$ cat src/rtl/sat_mac_pkg.sv
package sat_mac_pkg;

    // One command per cycle, decoded from the strobes.
    typedef enum logic [2:0] {
        CMD_IDLE,
        CMD_LOAD,
        CMD_CLEAR,
        CMD_MAC,
        CMD_CLRMAC
    } cmd_e;

    // Sticky clamp flag states.
    typedef enum logic {
        FLAG_CLEAN,
        FLAG_CLAMPED
    } flag_e;

endpackage

$ cat src/rtl/mac_cmd_dec.sv
module mac_cmd_dec
    import sat_mac_pkg::*;
(
    input  logic mac_en,
    input  logic clr,
    input  logic ld_hi,
    input  logic ld_lo,
    output cmd_e cmd
);

    // Loads win over everything. Clear together with MAC gives the
    // combined command.
    always_comb begin
        if (ld_hi || ld_lo) begin
            cmd = CMD_LOAD;
        end else if (clr && mac_en) begin
            cmd = CMD_CLRMAC;
        end else if (clr) begin
            cmd = CMD_CLEAR;
        end else if (mac_en) begin
            cmd = CMD_MAC;
        end else begin
            cmd = CMD_IDLE;
        end
    end

endmodule

$ cat src/rtl/mac_mult.sv
module mac_mult #(
    parameter int OP_W  = 16,
    parameter int ACC_W = 42
) (
    input  logic signed [OP_W-1:0]  op_a,
    input  logic signed [OP_W-1:0]  op_b,
    output logic        [ACC_W-1:0] prod_ext
);

    localparam int PROD_W = 2 * OP_W;
    localparam int EXT_W  = ACC_W - PROD_W;

    logic signed [PROD_W-1:0] prod;

    // Signed product, sign-extended to the accumulator width.
    always_comb begin
        prod     = op_a * op_b;
        prod_ext = {{EXT_W{prod[PROD_W-1]}}, prod};
    end

endmodule

$ cat src/rtl/mac_next.sv
module mac_next #(
    parameter int ACC_W = 42,
    parameter int SAT_W = 32
) (
    input  logic [ACC_W-1:0] acc_q,
    input  logic [ACC_W-1:0] prod_ext,
    input  logic             base_zero,
    input  logic             sat_mode,
    output logic [ACC_W-1:0] acc_nxt,
    output logic             clamp
);

    // Bits from the guard bit down to the clamp sign bit.
    localparam int UP_W = ACC_W - SAT_W + 2;

    localparam logic [ACC_W-1:0] SAT_MAX =
        {{(ACC_W-SAT_W+1){1'b0}}, {(SAT_W-1){1'b1}}};
    localparam logic [ACC_W-1:0] SAT_MIN =
        {{(ACC_W-SAT_W+1){1'b1}}, {(SAT_W-1){1'b0}}};

    logic [ACC_W:0]  base_w;
    logic [ACC_W:0]  prod_w;
    logic [ACC_W:0]  sum_w;
    logic [UP_W-1:0] upper;
    logic            in_range;

    // Add with one guard bit, so that clamping sees the exact sum even
    // when a loaded value sits near the 42-bit limits.
    always_comb begin
        base_w   = base_zero ? '0 : {acc_q[ACC_W-1], acc_q};
        prod_w   = {prod_ext[ACC_W-1], prod_ext};
        sum_w    = base_w + prod_w;
        upper    = sum_w[ACC_W:SAT_W-1];
        in_range = (upper == '0) || (upper == '1);
    end

    always_comb begin
        acc_nxt = sum_w[ACC_W-1:0];
        clamp   = 1'b0;
        if (sat_mode && !in_range) begin
            clamp   = 1'b1;
            acc_nxt = sum_w[ACC_W] ? SAT_MIN : SAT_MAX;
        end
    end

endmodule

$ cat src/rtl/mac_flag_fsm.sv
module mac_flag_fsm
    import sat_mac_pkg::*;
(
    input  logic clk,
    input  logic rst,
    input  logic clamp_evt,
    input  logic clr_evt,
    input  logic ld_evt,
    output logic flag
);

    flag_e state_q;
    flag_e state_d;

    // State register
    always_ff @(posedge clk) begin
        if (rst) begin
            state_q <= FLAG_CLEAN;
        end else begin
            state_q <= state_d;
        end
    end

    // Next state
    always_comb begin
        state_d = state_q;
        unique case (state_q)
            FLAG_CLEAN: begin
                if (clamp_evt && !clr_evt && !ld_evt) begin
                    state_d = FLAG_CLAMPED;
                end
            end
            FLAG_CLAMPED: begin
                if (clr_evt || ld_evt) begin
                    state_d = FLAG_CLEAN;
                end
            end
            default: state_d = FLAG_CLEAN;
        endcase
    end

    // Output
    always_comb begin
        flag = (state_q == FLAG_CLAMPED);
    end

    AST_FLAG_SET: assert property (@(posedge clk) disable iff (rst)
        (clamp_evt && !clr_evt && !ld_evt) |=> (state_q == FLAG_CLAMPED));
    AST_FLAG_STICKY: assert property (@(posedge clk) disable iff (rst)
        (state_q == FLAG_CLAMPED && !clr_evt && !ld_evt) |=> (state_q == FLAG_CLAMPED));
    AST_FLAG_DROP: assert property (@(posedge clk) disable iff (rst)
        (clr_evt || ld_evt) |=> (state_q == FLAG_CLEAN));

endmodule

$ cat src/rtl/sat_mac.sv
module sat_mac
    import sat_mac_pkg::*;
#(
    parameter int OP_W  = 16,
    parameter int ACC_W = 42,
    parameter int SAT_W = 32,
    parameter int REG_W = 32
) (
    input  logic                   clk,
    input  logic                   rst,
    input  logic                   sat_mode,
    input  logic                   mac_en,
    input  logic                   clr,
    input  logic                   ld_hi,
    input  logic                   ld_lo,
    input  logic signed [OP_W-1:0] op_a,
    input  logic signed [OP_W-1:0] op_b,
    input  logic [REG_W-1:0]       ld_data,
    input  logic                   rd_sel,
    output logic [REG_W-1:0]       rd_data,
    output logic                   ovf_sticky
);

    localparam int HI_W  = ACC_W - REG_W;
    localparam int EXT_W = REG_W - HI_W;

    cmd_e             cmd;
    logic [ACC_W-1:0] acc_q;
    logic [ACC_W-1:0] prod_ext;
    logic [ACC_W-1:0] acc_nxt;
    logic             clamp;
    logic             take_mac;
    logic             base_zero;
    logic             clr_evt;
    logic             ld_evt;

    mac_cmd_dec u_dec (
        .mac_en (mac_en),
        .clr    (clr),
        .ld_hi  (ld_hi),
        .ld_lo  (ld_lo),
        .cmd    (cmd)
    );

    mac_mult #(.OP_W(OP_W), .ACC_W(ACC_W)) u_mult (
        .op_a     (op_a),
        .op_b     (op_b),
        .prod_ext (prod_ext)
    );

    always_comb begin
        take_mac  = (cmd == CMD_MAC) || (cmd == CMD_CLRMAC);
        base_zero = (cmd == CMD_CLRMAC);
        clr_evt   = (cmd == CMD_CLEAR) || (cmd == CMD_CLRMAC);
        ld_evt    = (cmd == CMD_LOAD);
    end

    mac_next #(.ACC_W(ACC_W), .SAT_W(SAT_W)) u_next (
        .acc_q     (acc_q),
        .prod_ext  (prod_ext),
        .base_zero (base_zero),
        .sat_mode  (sat_mode),
        .acc_nxt   (acc_nxt),
        .clamp     (clamp)
    );

    mac_flag_fsm u_flag (
        .clk       (clk),
        .rst       (rst),
        .clamp_evt (take_mac && clamp),
        .clr_evt   (clr_evt),
        .ld_evt    (ld_evt),
        .flag      (ovf_sticky)
    );

    // Accumulator register
    always_ff @(posedge clk) begin
        if (rst) begin
            acc_q <= '0;
        end else begin
            unique case (cmd)
                CMD_LOAD: begin
                    if (ld_hi) acc_q[ACC_W-1:REG_W] <= ld_data[HI_W-1:0];
                    if (ld_lo) acc_q[REG_W-1:0]     <= ld_data;
                end
                CMD_CLEAR:            acc_q <= '0;
                CMD_MAC, CMD_CLRMAC:  acc_q <= acc_nxt;
                default:              acc_q <= acc_q;
            endcase
        end
    end

    // Read port
    always_comb begin
        if (rd_sel) begin
            rd_data = {{EXT_W{acc_q[ACC_W-1]}}, acc_q[ACC_W-1:REG_W]};
        end else begin
            rd_data = acc_q[REG_W-1:0];
        end
    end

    AST_SAT_IN_RANGE: assert property (@(posedge clk) disable iff (rst)
        (take_mac && sat_mode) |=>
            ((acc_q[ACC_W-1:SAT_W-1] == '0) || (acc_q[ACC_W-1:SAT_W-1] == '1)));
    AST_CLEAR_ZERO: assert property (@(posedge clk) disable iff (rst)
        (cmd == CMD_CLEAR) |=> (acc_q == '0));
    AST_LOAD_LO: assert property (@(posedge clk) disable iff (rst)
        ld_lo |=> (acc_q[REG_W-1:0] == $past(ld_data)));
    AST_LOAD_KEEP_HI: assert property (@(posedge clk) disable iff (rst)
        (ld_lo && !ld_hi) |=> (acc_q[ACC_W-1:REG_W] == $past(acc_q[ACC_W-1:REG_W])));
    AST_IDLE_HOLD: assert property (@(posedge clk) disable iff (rst)
        (!mac_en && !clr && !ld_hi && !ld_lo) |=> $stable(acc_q));

endmodule

$ cat config.mk
export PLATFORM = sky130hd
export DESIGN_NAME = sat_mac
export DESIGN_NICKNAME = d
export VERILOG_FILES = /design/src/rtl/sat_mac_pkg.sv /design/src/rtl/mac_cmd_dec.sv /design/src/rtl/mac_mult.sv /design/src/rtl/mac_next.sv /design/src/rtl/mac_flag_fsm.sv /design/src/rtl/sat_mac.sv
export SDC_FILE = /design/constraint.sdc
export NUM_CORES = 1
export LEC_CHECK = 0
export BUFFER_PORTS_ARGS = -buffer_cell sky130_fd_sc_hd__buf_2
export CAP_MARGIN = 20
export CORE_MARGIN = 2
export CORE_UTILIZATION = 65
export CTS_CLUSTER_SIZE = 10
export DETAILED_ROUTE_END_ITERATION = 8
export PLACE_DENSITY = 0.85
export SETUP_SLACK_MARGIN = 0.4
export SLEW_MARGIN = 20
export SYNTH_ARGS = -nofsm -noshare
export SYNTH_HDL_FRONTEND = slang
export SYNTH_HIERARCHICAL = 1
export SYNTH_SLANG_ARGS = --single-unit
$ cat constraint.sdc
create_clock -name clk -period 28.1 [get_ports clk]
set_input_delay 4.215 -clock clk [delete_from_list [all_inputs] [get_ports clk]]
set_output_delay 4.215 -clock clk [all_outputs]
set_load 0.02 [all_outputs]
==> out/metrics.yaml, run 1 <==
clock_tree:
  clk_latency_ns: 0.29
  htreeDepth: 2
  clk_path_buf_depth: 2
  post_cts_resized: 0
  root_buffer: "clkbuf_16"
  ctsHoldBuffers: 0
  tritoncts: "built"
  clock_sinks: 43
  cts_buffers: 5
  clk_pin_slew_worst_paths_ns: 0.06
  cts_setup_buffers: 0
finish:
  n_antenna_cell: 0
  drive_gt1_frac: 0.0978
  finalNetCount: 2495
  area_delta_synth_final_pct: 3.45
  fin_area_mm2: 0.0173
worst_setup_path:
  setup.worst_path.class: "in -> reg"
  critical_path_arrival_ns: 14.99
  worstSetupStartpointType: "primary input"
  endpoint_kind: "register"
  crit_path_max_fanout: 28
  cp_common_cell: "fa_1"
  slowest_delay_ns: 0.85
  worst_path_max_delay_cell: "xnor2_1"
  critPathRequiredTime_ns: 28.22
die:
  row_count: 58
  dieArea_mm2: 0.0270
  ios: 105
  core_area_mm2: 0.0252
  fp.dieW_um: 164
  fp.dieH_um: 164
  initial_core_util: 0.664
grt:
  grt_overflow: 0
  grt_pass1_wl_um: 71800
  track_usage: 0.335
  first_global_vias: 14800
  grt_max_degree: 92
  antenna_found_initial: 0
logic_synthesis:
  syn_area_per_cell_um2: 8.24
  synthCells: 2029
  async_flop_share: 0
  synth-edff-count: 0
  synth_warnings: 6
  ys.flop_type: "dfxtp_1"
  yosysSeqAreaShare: 0.0515
  synth_area_mm2: 0.0167
  synth_cell_types: 86
  synth_nets: 2490
  synth_seq_cells: 43
timing:
  timing.fmax_mhz: 67.3
  fin_crit_sh: 0.529
  tightest_slew_ns: 1.09
  relSlewSlack: 0.271
  worst_slack_ns: 13.23
  finalCriticalPeriod_ns: 14.87
  rsz0062_at_grt: "false"
  setup_viol_count_final: 0
  finalSetupTns_ns: 0
  hold_viol: 0
  skew_ns: 0.00443
  slew_violations: 0
job:
  cap_violations: 0
run_status:
  status: "finished, final reports clean"
detailed_routing:
  firstDrtPassIters: 5
  drc_errors: 0
  drt_wl_total_um: 44300
  wl_per_cell_um: 18.7
  vias_per_cell: 6.13
  num_vias: 14500
  antenna_left: 0
  drt_iter0_markers: 1320
placed_design:
  gp_congestion: 0.984
  preCtsSetupSlack_ns: 13.29
  port_buffers: 104
  dpl.hpwl_um: 35500
  placed_area_mm2: 0.0172
min_path:
  hold_path_class: "reg -> reg"
flip-flops by register name, summed over array words and instances, names as in the netlist:
signal	cells
acc_q	42
u_flag/flag	1
critical path: cells and delay by family:
family	cells	cell delay, ns
buffers and inverters	4	0.69
xor gates and xnor gates	1	0.85
and+or+nand+nor	7	2.10
adders and majority gates	8	4.05
AOI/OAI and AO/OA	14	3.06
cells in the mapped netlist (3+ instances only):
| master | number | area share |
|---|---|---|
| nand4_1 | 15 | 0.0056 |
| a211o_1 | 3 | 0.0016 |
| buf_4 | 11 | 0.0049 |
| and4_1 | 5 | 0.0026 |
| a21oi_1 | 123 | 0.037 |
| nand3_1 | 14 | 0.0042 |
| xnor2_1 | 41 | 0.021 |
| o211ai_1 | 9 | 0.0040 |
| o21a_1 | 6 | 0.0027 |
| o41ai_1 | 4 | 0.0021 |
| nor3b_1 | 3 | 0.0013 |
| clkbuf_1 | 69 | 0.015 |
| o21bai_1 | 10 | 0.0045 |
| a2111oi_2 | 41 | 0.037 |
| buf_1 | 4 | 0.00090 |
| a211oi_2 | 4 | 0.0030 |
| ha_1 | 126 | 0.094 |
| o2111ai_1 | 3 | 0.0016 |
| a31oi_1 | 7 | 0.0026 |
| a211oi_1 | 9 | 0.0040 |
| nand2_1 | 175 | 0.039 |
| a21o_1 | 19 | 0.0085 |
| mux2_2 | 12 | 0.0081 |
| inv_1 | 361 | 0.081 |
| a21boi_0 | 4 | 0.0018 |
| nor3_1 | 13 | 0.0039 |
| or4bb_1 | 40 | 0.027 |
| buf_2 | 18 | 0.0054 |
| nand2b_1 | 53 | 0.020 |
| and2_1 | 130 | 0.049 |
| buf_6 | 8 | 0.0054 |
| o21ai_0 | 89 | 0.027 |
| nor2_1 | 136 | 0.031 |
| dfxtp_1 | 43 | 0.052 |
| o21ai_1 | 10 | 0.0030 |
| xor2_1 | 29 | 0.015 |
| a31o_2 | 3 | 0.0016 |
| fa_1 | 263 | 0.32 |
| a221o_1 | 3 | 0.0018 |
| or3_1 | 4 | 0.0015 |
| nor4_1 | 5 | 0.0019 |
| nor2b_1 | 47 | 0.018 |
cell type report:
cell class / count / area, µm²
inverter: 362 / 1360
clock inverter: 1 / 5.00
tap: 330 / 413
clock buffer: 7 / 133
fill: 2027 / 7890
timing repair buffer: 109 / 558
multi-input combinational: 1513 / 14000
sequential: 43 / 861
metal layers:
metal	track usage	wire length, µm	vias to the layer above
met4	0.115	1550	0
met3	0.0422	3300	115
met2	0.574	21800	628
met5	0	0	-
met1	0.440	17600	7175
li1	-	-	6570
final timing paths:
kind / to / slack (ns) / cells after the start / start
setup / recovery: acc_q[14] / 13.23 / 34 / op_b[15]
hold / removal: u_flag/flag / 0.51 / 2 / u_flag/flag
setup reg to reg: acc_q[14] / 22.83 / 17 / acc_q[0]
hold reg to reg: u_flag/flag / 0.51 / 2 / u_flag/flag
placed cells by master (no fill, tap or decap), types with 5 or more instances in the layout:
cell,count
a2111oi_2,41
a211oi_1,9
a21o_1,19
a21oi_1,123
a31oi_1,7
and2_1,130
and4_1,5
buf_2,104
buf_4,5
clkbuf_16,5
dfxtp_1,43
fa_1,263
ha_1,126
inv_1,361
mux2_2,12
nand2_1,175
nand2b_1,53
nand3_1,14
nand4_1,15
nor2_1,136
nor2b_1,47
nor3_1,12
nor4_1,5
o211ai_1,9
o21a_1,6
o21ai_0,89
o21ai_1,10
o21bai_1,10
or4bb_1,40
xnor2_1,41
xor2_1,29
through the flow:
stage	hold WS [ns]	utilization	std cells
CTS	0.511	0.687	2365
floorplan	0.508	-	2029
detailed placement	0.503	0.681	2357
global placement	0.491	0.681	2357
global route	0.546	0.687	2365
finish	0.508	0.687	2365
logic make-up (layout without fill, tap and decap cells):
kind of cell	after synthesis	count (layout)	synth area share
AO/OA/AOI/OAI	379	379	0.164
adder cells (fa/ha/maj)	389	389	0.409
flip-flops	43	43	0.0515
AND/OR/NAND/NOR	661	661	0.215
XOR/XNOR	70	70	0.0367
multiplexers	14	14	0.00928
buffers and inverters	473	479	0.114
Power of run 1 is not shown: default switching activity piles up to over one toggle a cycle in this logic, so the estimate is an artifact.
==> run 2: changes to the inputs <==
- CORE_UTILIZATION: 65 -> 59
- PLACE_DENSITY: 0.85 -> 0.81
- clock period: 28.1 -> 13.24 ns (I/O delays scaled with it)
==> run 2 against run 1 <==
Compared with the run above: first-iteration DRC count fell by 17%; worst setup slack got worse by 12 ns; core utilization fell by 6.3 points; final cell count is 2.0% higher.
==> out/metrics.yaml, run 2 (synthesized netlist as in run 1, its figures left out) <==
job:
  cap_violations: 0  # unchanged
worst_setup_path:
  worstRegToRegCells: 17  # unchanged
  critPathRequiredTime_ns: 13.40  # was 28.22 ns
  cp-endpoint: "acc_q[22]"  # was acc_q[14]
  reg2reg_to: "acc_q[13]"  # was acc_q[14]
  worst_path_max_delay_cell: "nand2_1"  # was xnor2_1
  endpoint_kind: "register"  # unchanged
  r2r-start: "acc_q[0]"  # unchanged
  cp.depth: 33  # was 34
  cp_common_cell: "fa_1"  # unchanged
  worstSetupStartpointType: "primary input"  # unchanged
  slowest_delay_ns: 0.61  # was 0.85 ns
  crit_path_max_fanout: 28  # unchanged
  critical_path_arrival_ns: 12.38  # was 14.99 ns
  reg2reg_slack_ns: 7.85  # was 22.83 ns
  path_delay_family: "adder cells"  # unchanged
  worst-path-buf-inv: 4  # unchanged
  crit_start: "op_b[15]"  # unchanged
  setup.worst_path.class: "in -> reg"  # unchanged
finish:
  area_delta_synth_final_pct: 3.98  # was 3.45%
  layout_commonest_cell: "inv_1"  # unchanged
  finalNetCount: 2495  # unchanged
  largest_reg_flops: 42  # unchanged
  drive_gt1_frac: 0.0983  # was 0.0978
  multi_input_area_mm2: 0.0140  # about the same
  n_antenna_cell: 0  # unchanged
  final_cell_mix: "361 x inv_1, 263 x fa_1, 175 x nand2_1"  # unchanged
  seq_area_um2: 861  # unchanged
  top_register: "acc_q"  # unchanged
  fillers: 2386  # was 2,027
  fin_area_mm2: 0.0174  # was 0.0173 mm²
placed_design:
  dpl.hpwl_um: 36000  # was 35,500 µm
  gp_congestion: 0.980  # was 0.984
  port_buffers: 104  # unchanged
  placed_area_mm2: 0.0172  # about the same
detailed_routing:
  drt_wl_total_um: 44700  # was 44,300 µm
  drc_errors: 0  # unchanged
  drt_iter0_markers: 1096  # was 1,320
  wl_per_cell_um: 18.6  # was 18.7 µm
  num_vias: 14300  # was 14.5k
  antenna_left: 0  # unchanged
  firstDrtPassIters: 6  # was 5
  vias_per_cell: 5.93  # was 6.13
die:
  row_count: 61  # was 58
  ios: 105  # unchanged
  initial_core_util: 0.600  # was 0.664
  dieArea_mm2: 0.0297  # was 0.0270 mm²
  fp.dieW_um: 172  # was 164 µm
  core_area_mm2: 0.0279  # was 0.0252 mm²
  fp.dieH_um: 172  # was 164 µm
timing:
  relSlewSlack: 0.282  # was 0.271
  timing.fmax_mhz: 81.9
  tightest_slew_ns: 1.08  # was 1.09 ns
  fin_crit_sh: 0.923
  finalSetupTns_ns: 0  # unchanged
  finalCriticalPeriod_ns: 12.21
  setup_viol_count_final: 0  # unchanged
  rsz0062_at_grt: "false"  # unchanged
  slew_violations: 0  # unchanged
  hold_viol: 0  # unchanged
  skew_ns: 0.00509  # was 0.00443 ns
grt:
  first_global_vias: 14600  # was 14.8k
  antenna_found_initial: 0  # unchanged
  grt_pass1_wl_um: 72900  # was 71,800 µm
  grt_max_degree: 92  # unchanged
  track_usage: 0.311  # was 0.335
  grt_overflow: 0  # unchanged
clock_tree:
  root_buffer: "clkbuf_16"  # unchanged
  clk_latency_ns: 0.29  # about the same
  clk_path_buf_depth: 2  # unchanged
  clock_sinks: 43  # unchanged
  cts_buffers: 5  # unchanged
  htreeDepth: 2  # unchanged
  clk_pin_slew_worst_paths_ns: 0.06  # about the same
  tritoncts: "built"  # unchanged
min_path:
  hold_start: "u_flag/flag"  # unchanged
  hold_path_class: "reg -> reg"  # unchanged
run_status:
  status: "finished, final reports clean"  # unchanged
run 2: worst reg2reg max path, stage by stage, from the launching register on:
cell	delay (ns)
dfxtp_1	0.33
nor2b_1	0.14
ha_1	0.25
fa_1	0.46
a211oi_1	0.60
o211ai_1	0.17
nand2_1	0.23
a21oi_4	0.14
a31oi_1	0.42
o31ai_1	0.11
a21oi_1	0.18
xor2_1	0.41
a41oi_4	0.25
nand2_1	0.74
o21ai_0	0.32
nand2b_1	0.23
a21oi_1	0.19
a2111oi_2	0.05
run 2: final cells by class:
class,instances,area share
clock inverters,1,0.00173
multi-input cells,1513,0.803
inverters,362,0.0785
repair buffers,109,0.0321
clock buffers,6,0.00742
well taps,378,0.0272
flip-flops and latches,43,0.0495
run 2: repair_timing:
item / CTS / global route
setup endpoints to repair: 0 / 30
resized for setup: 0 / 1
buffers inserted: 0 / 0
hold buffers: 0 / 0
run 2: layer usage:
metal | part of all wire | GRT usage | vias to the layer above
li1 | - | - | 6564
met1 | 0.41 | 0.410 | 7046
met2 | 0.49 | 0.535 | 591
met3 | 0.065 | 0.0343 | 107
met4 | 0.034 | 0.0997 | 0
met5 | 0 | 0 | -
run 2: worst min path at each step:
| stage | to | slack (ns) | cells past startpoint |
|---|---|---|---|
| after floorplan | acc_q[23] | 0.51 | 2 |
| after global placement | u_flag/flag | 0.49 | 2 |
| after detailed placement | u_flag/flag | 0.50 | 2 |
| after CTS | u_flag/flag | 0.50 | 2 |
| after global routing | u_flag/flag | 0.55 | 2 |
| final | u_flag/flag | 0.50 | 2 |
run 2: metrics by stage:
stage / cells / hold slack (ns) / setup slack (ns) / util
after detailed placement: 2405 / 0.497 / 0.618 / 0.618
after global placement: 2405 / 0.490 / 0.865 / 0.618
after CTS: 2412 / 0.505 / 0.897 / 0.623
final: 2412 / 0.503 / 1.03 / 0.624
after global routing: 2412 / 0.552 / 0.437 / 0.624
after floorplan: 2029 / 0.508 / 2.16 / -
Power of run 2 is left out for the same reason.
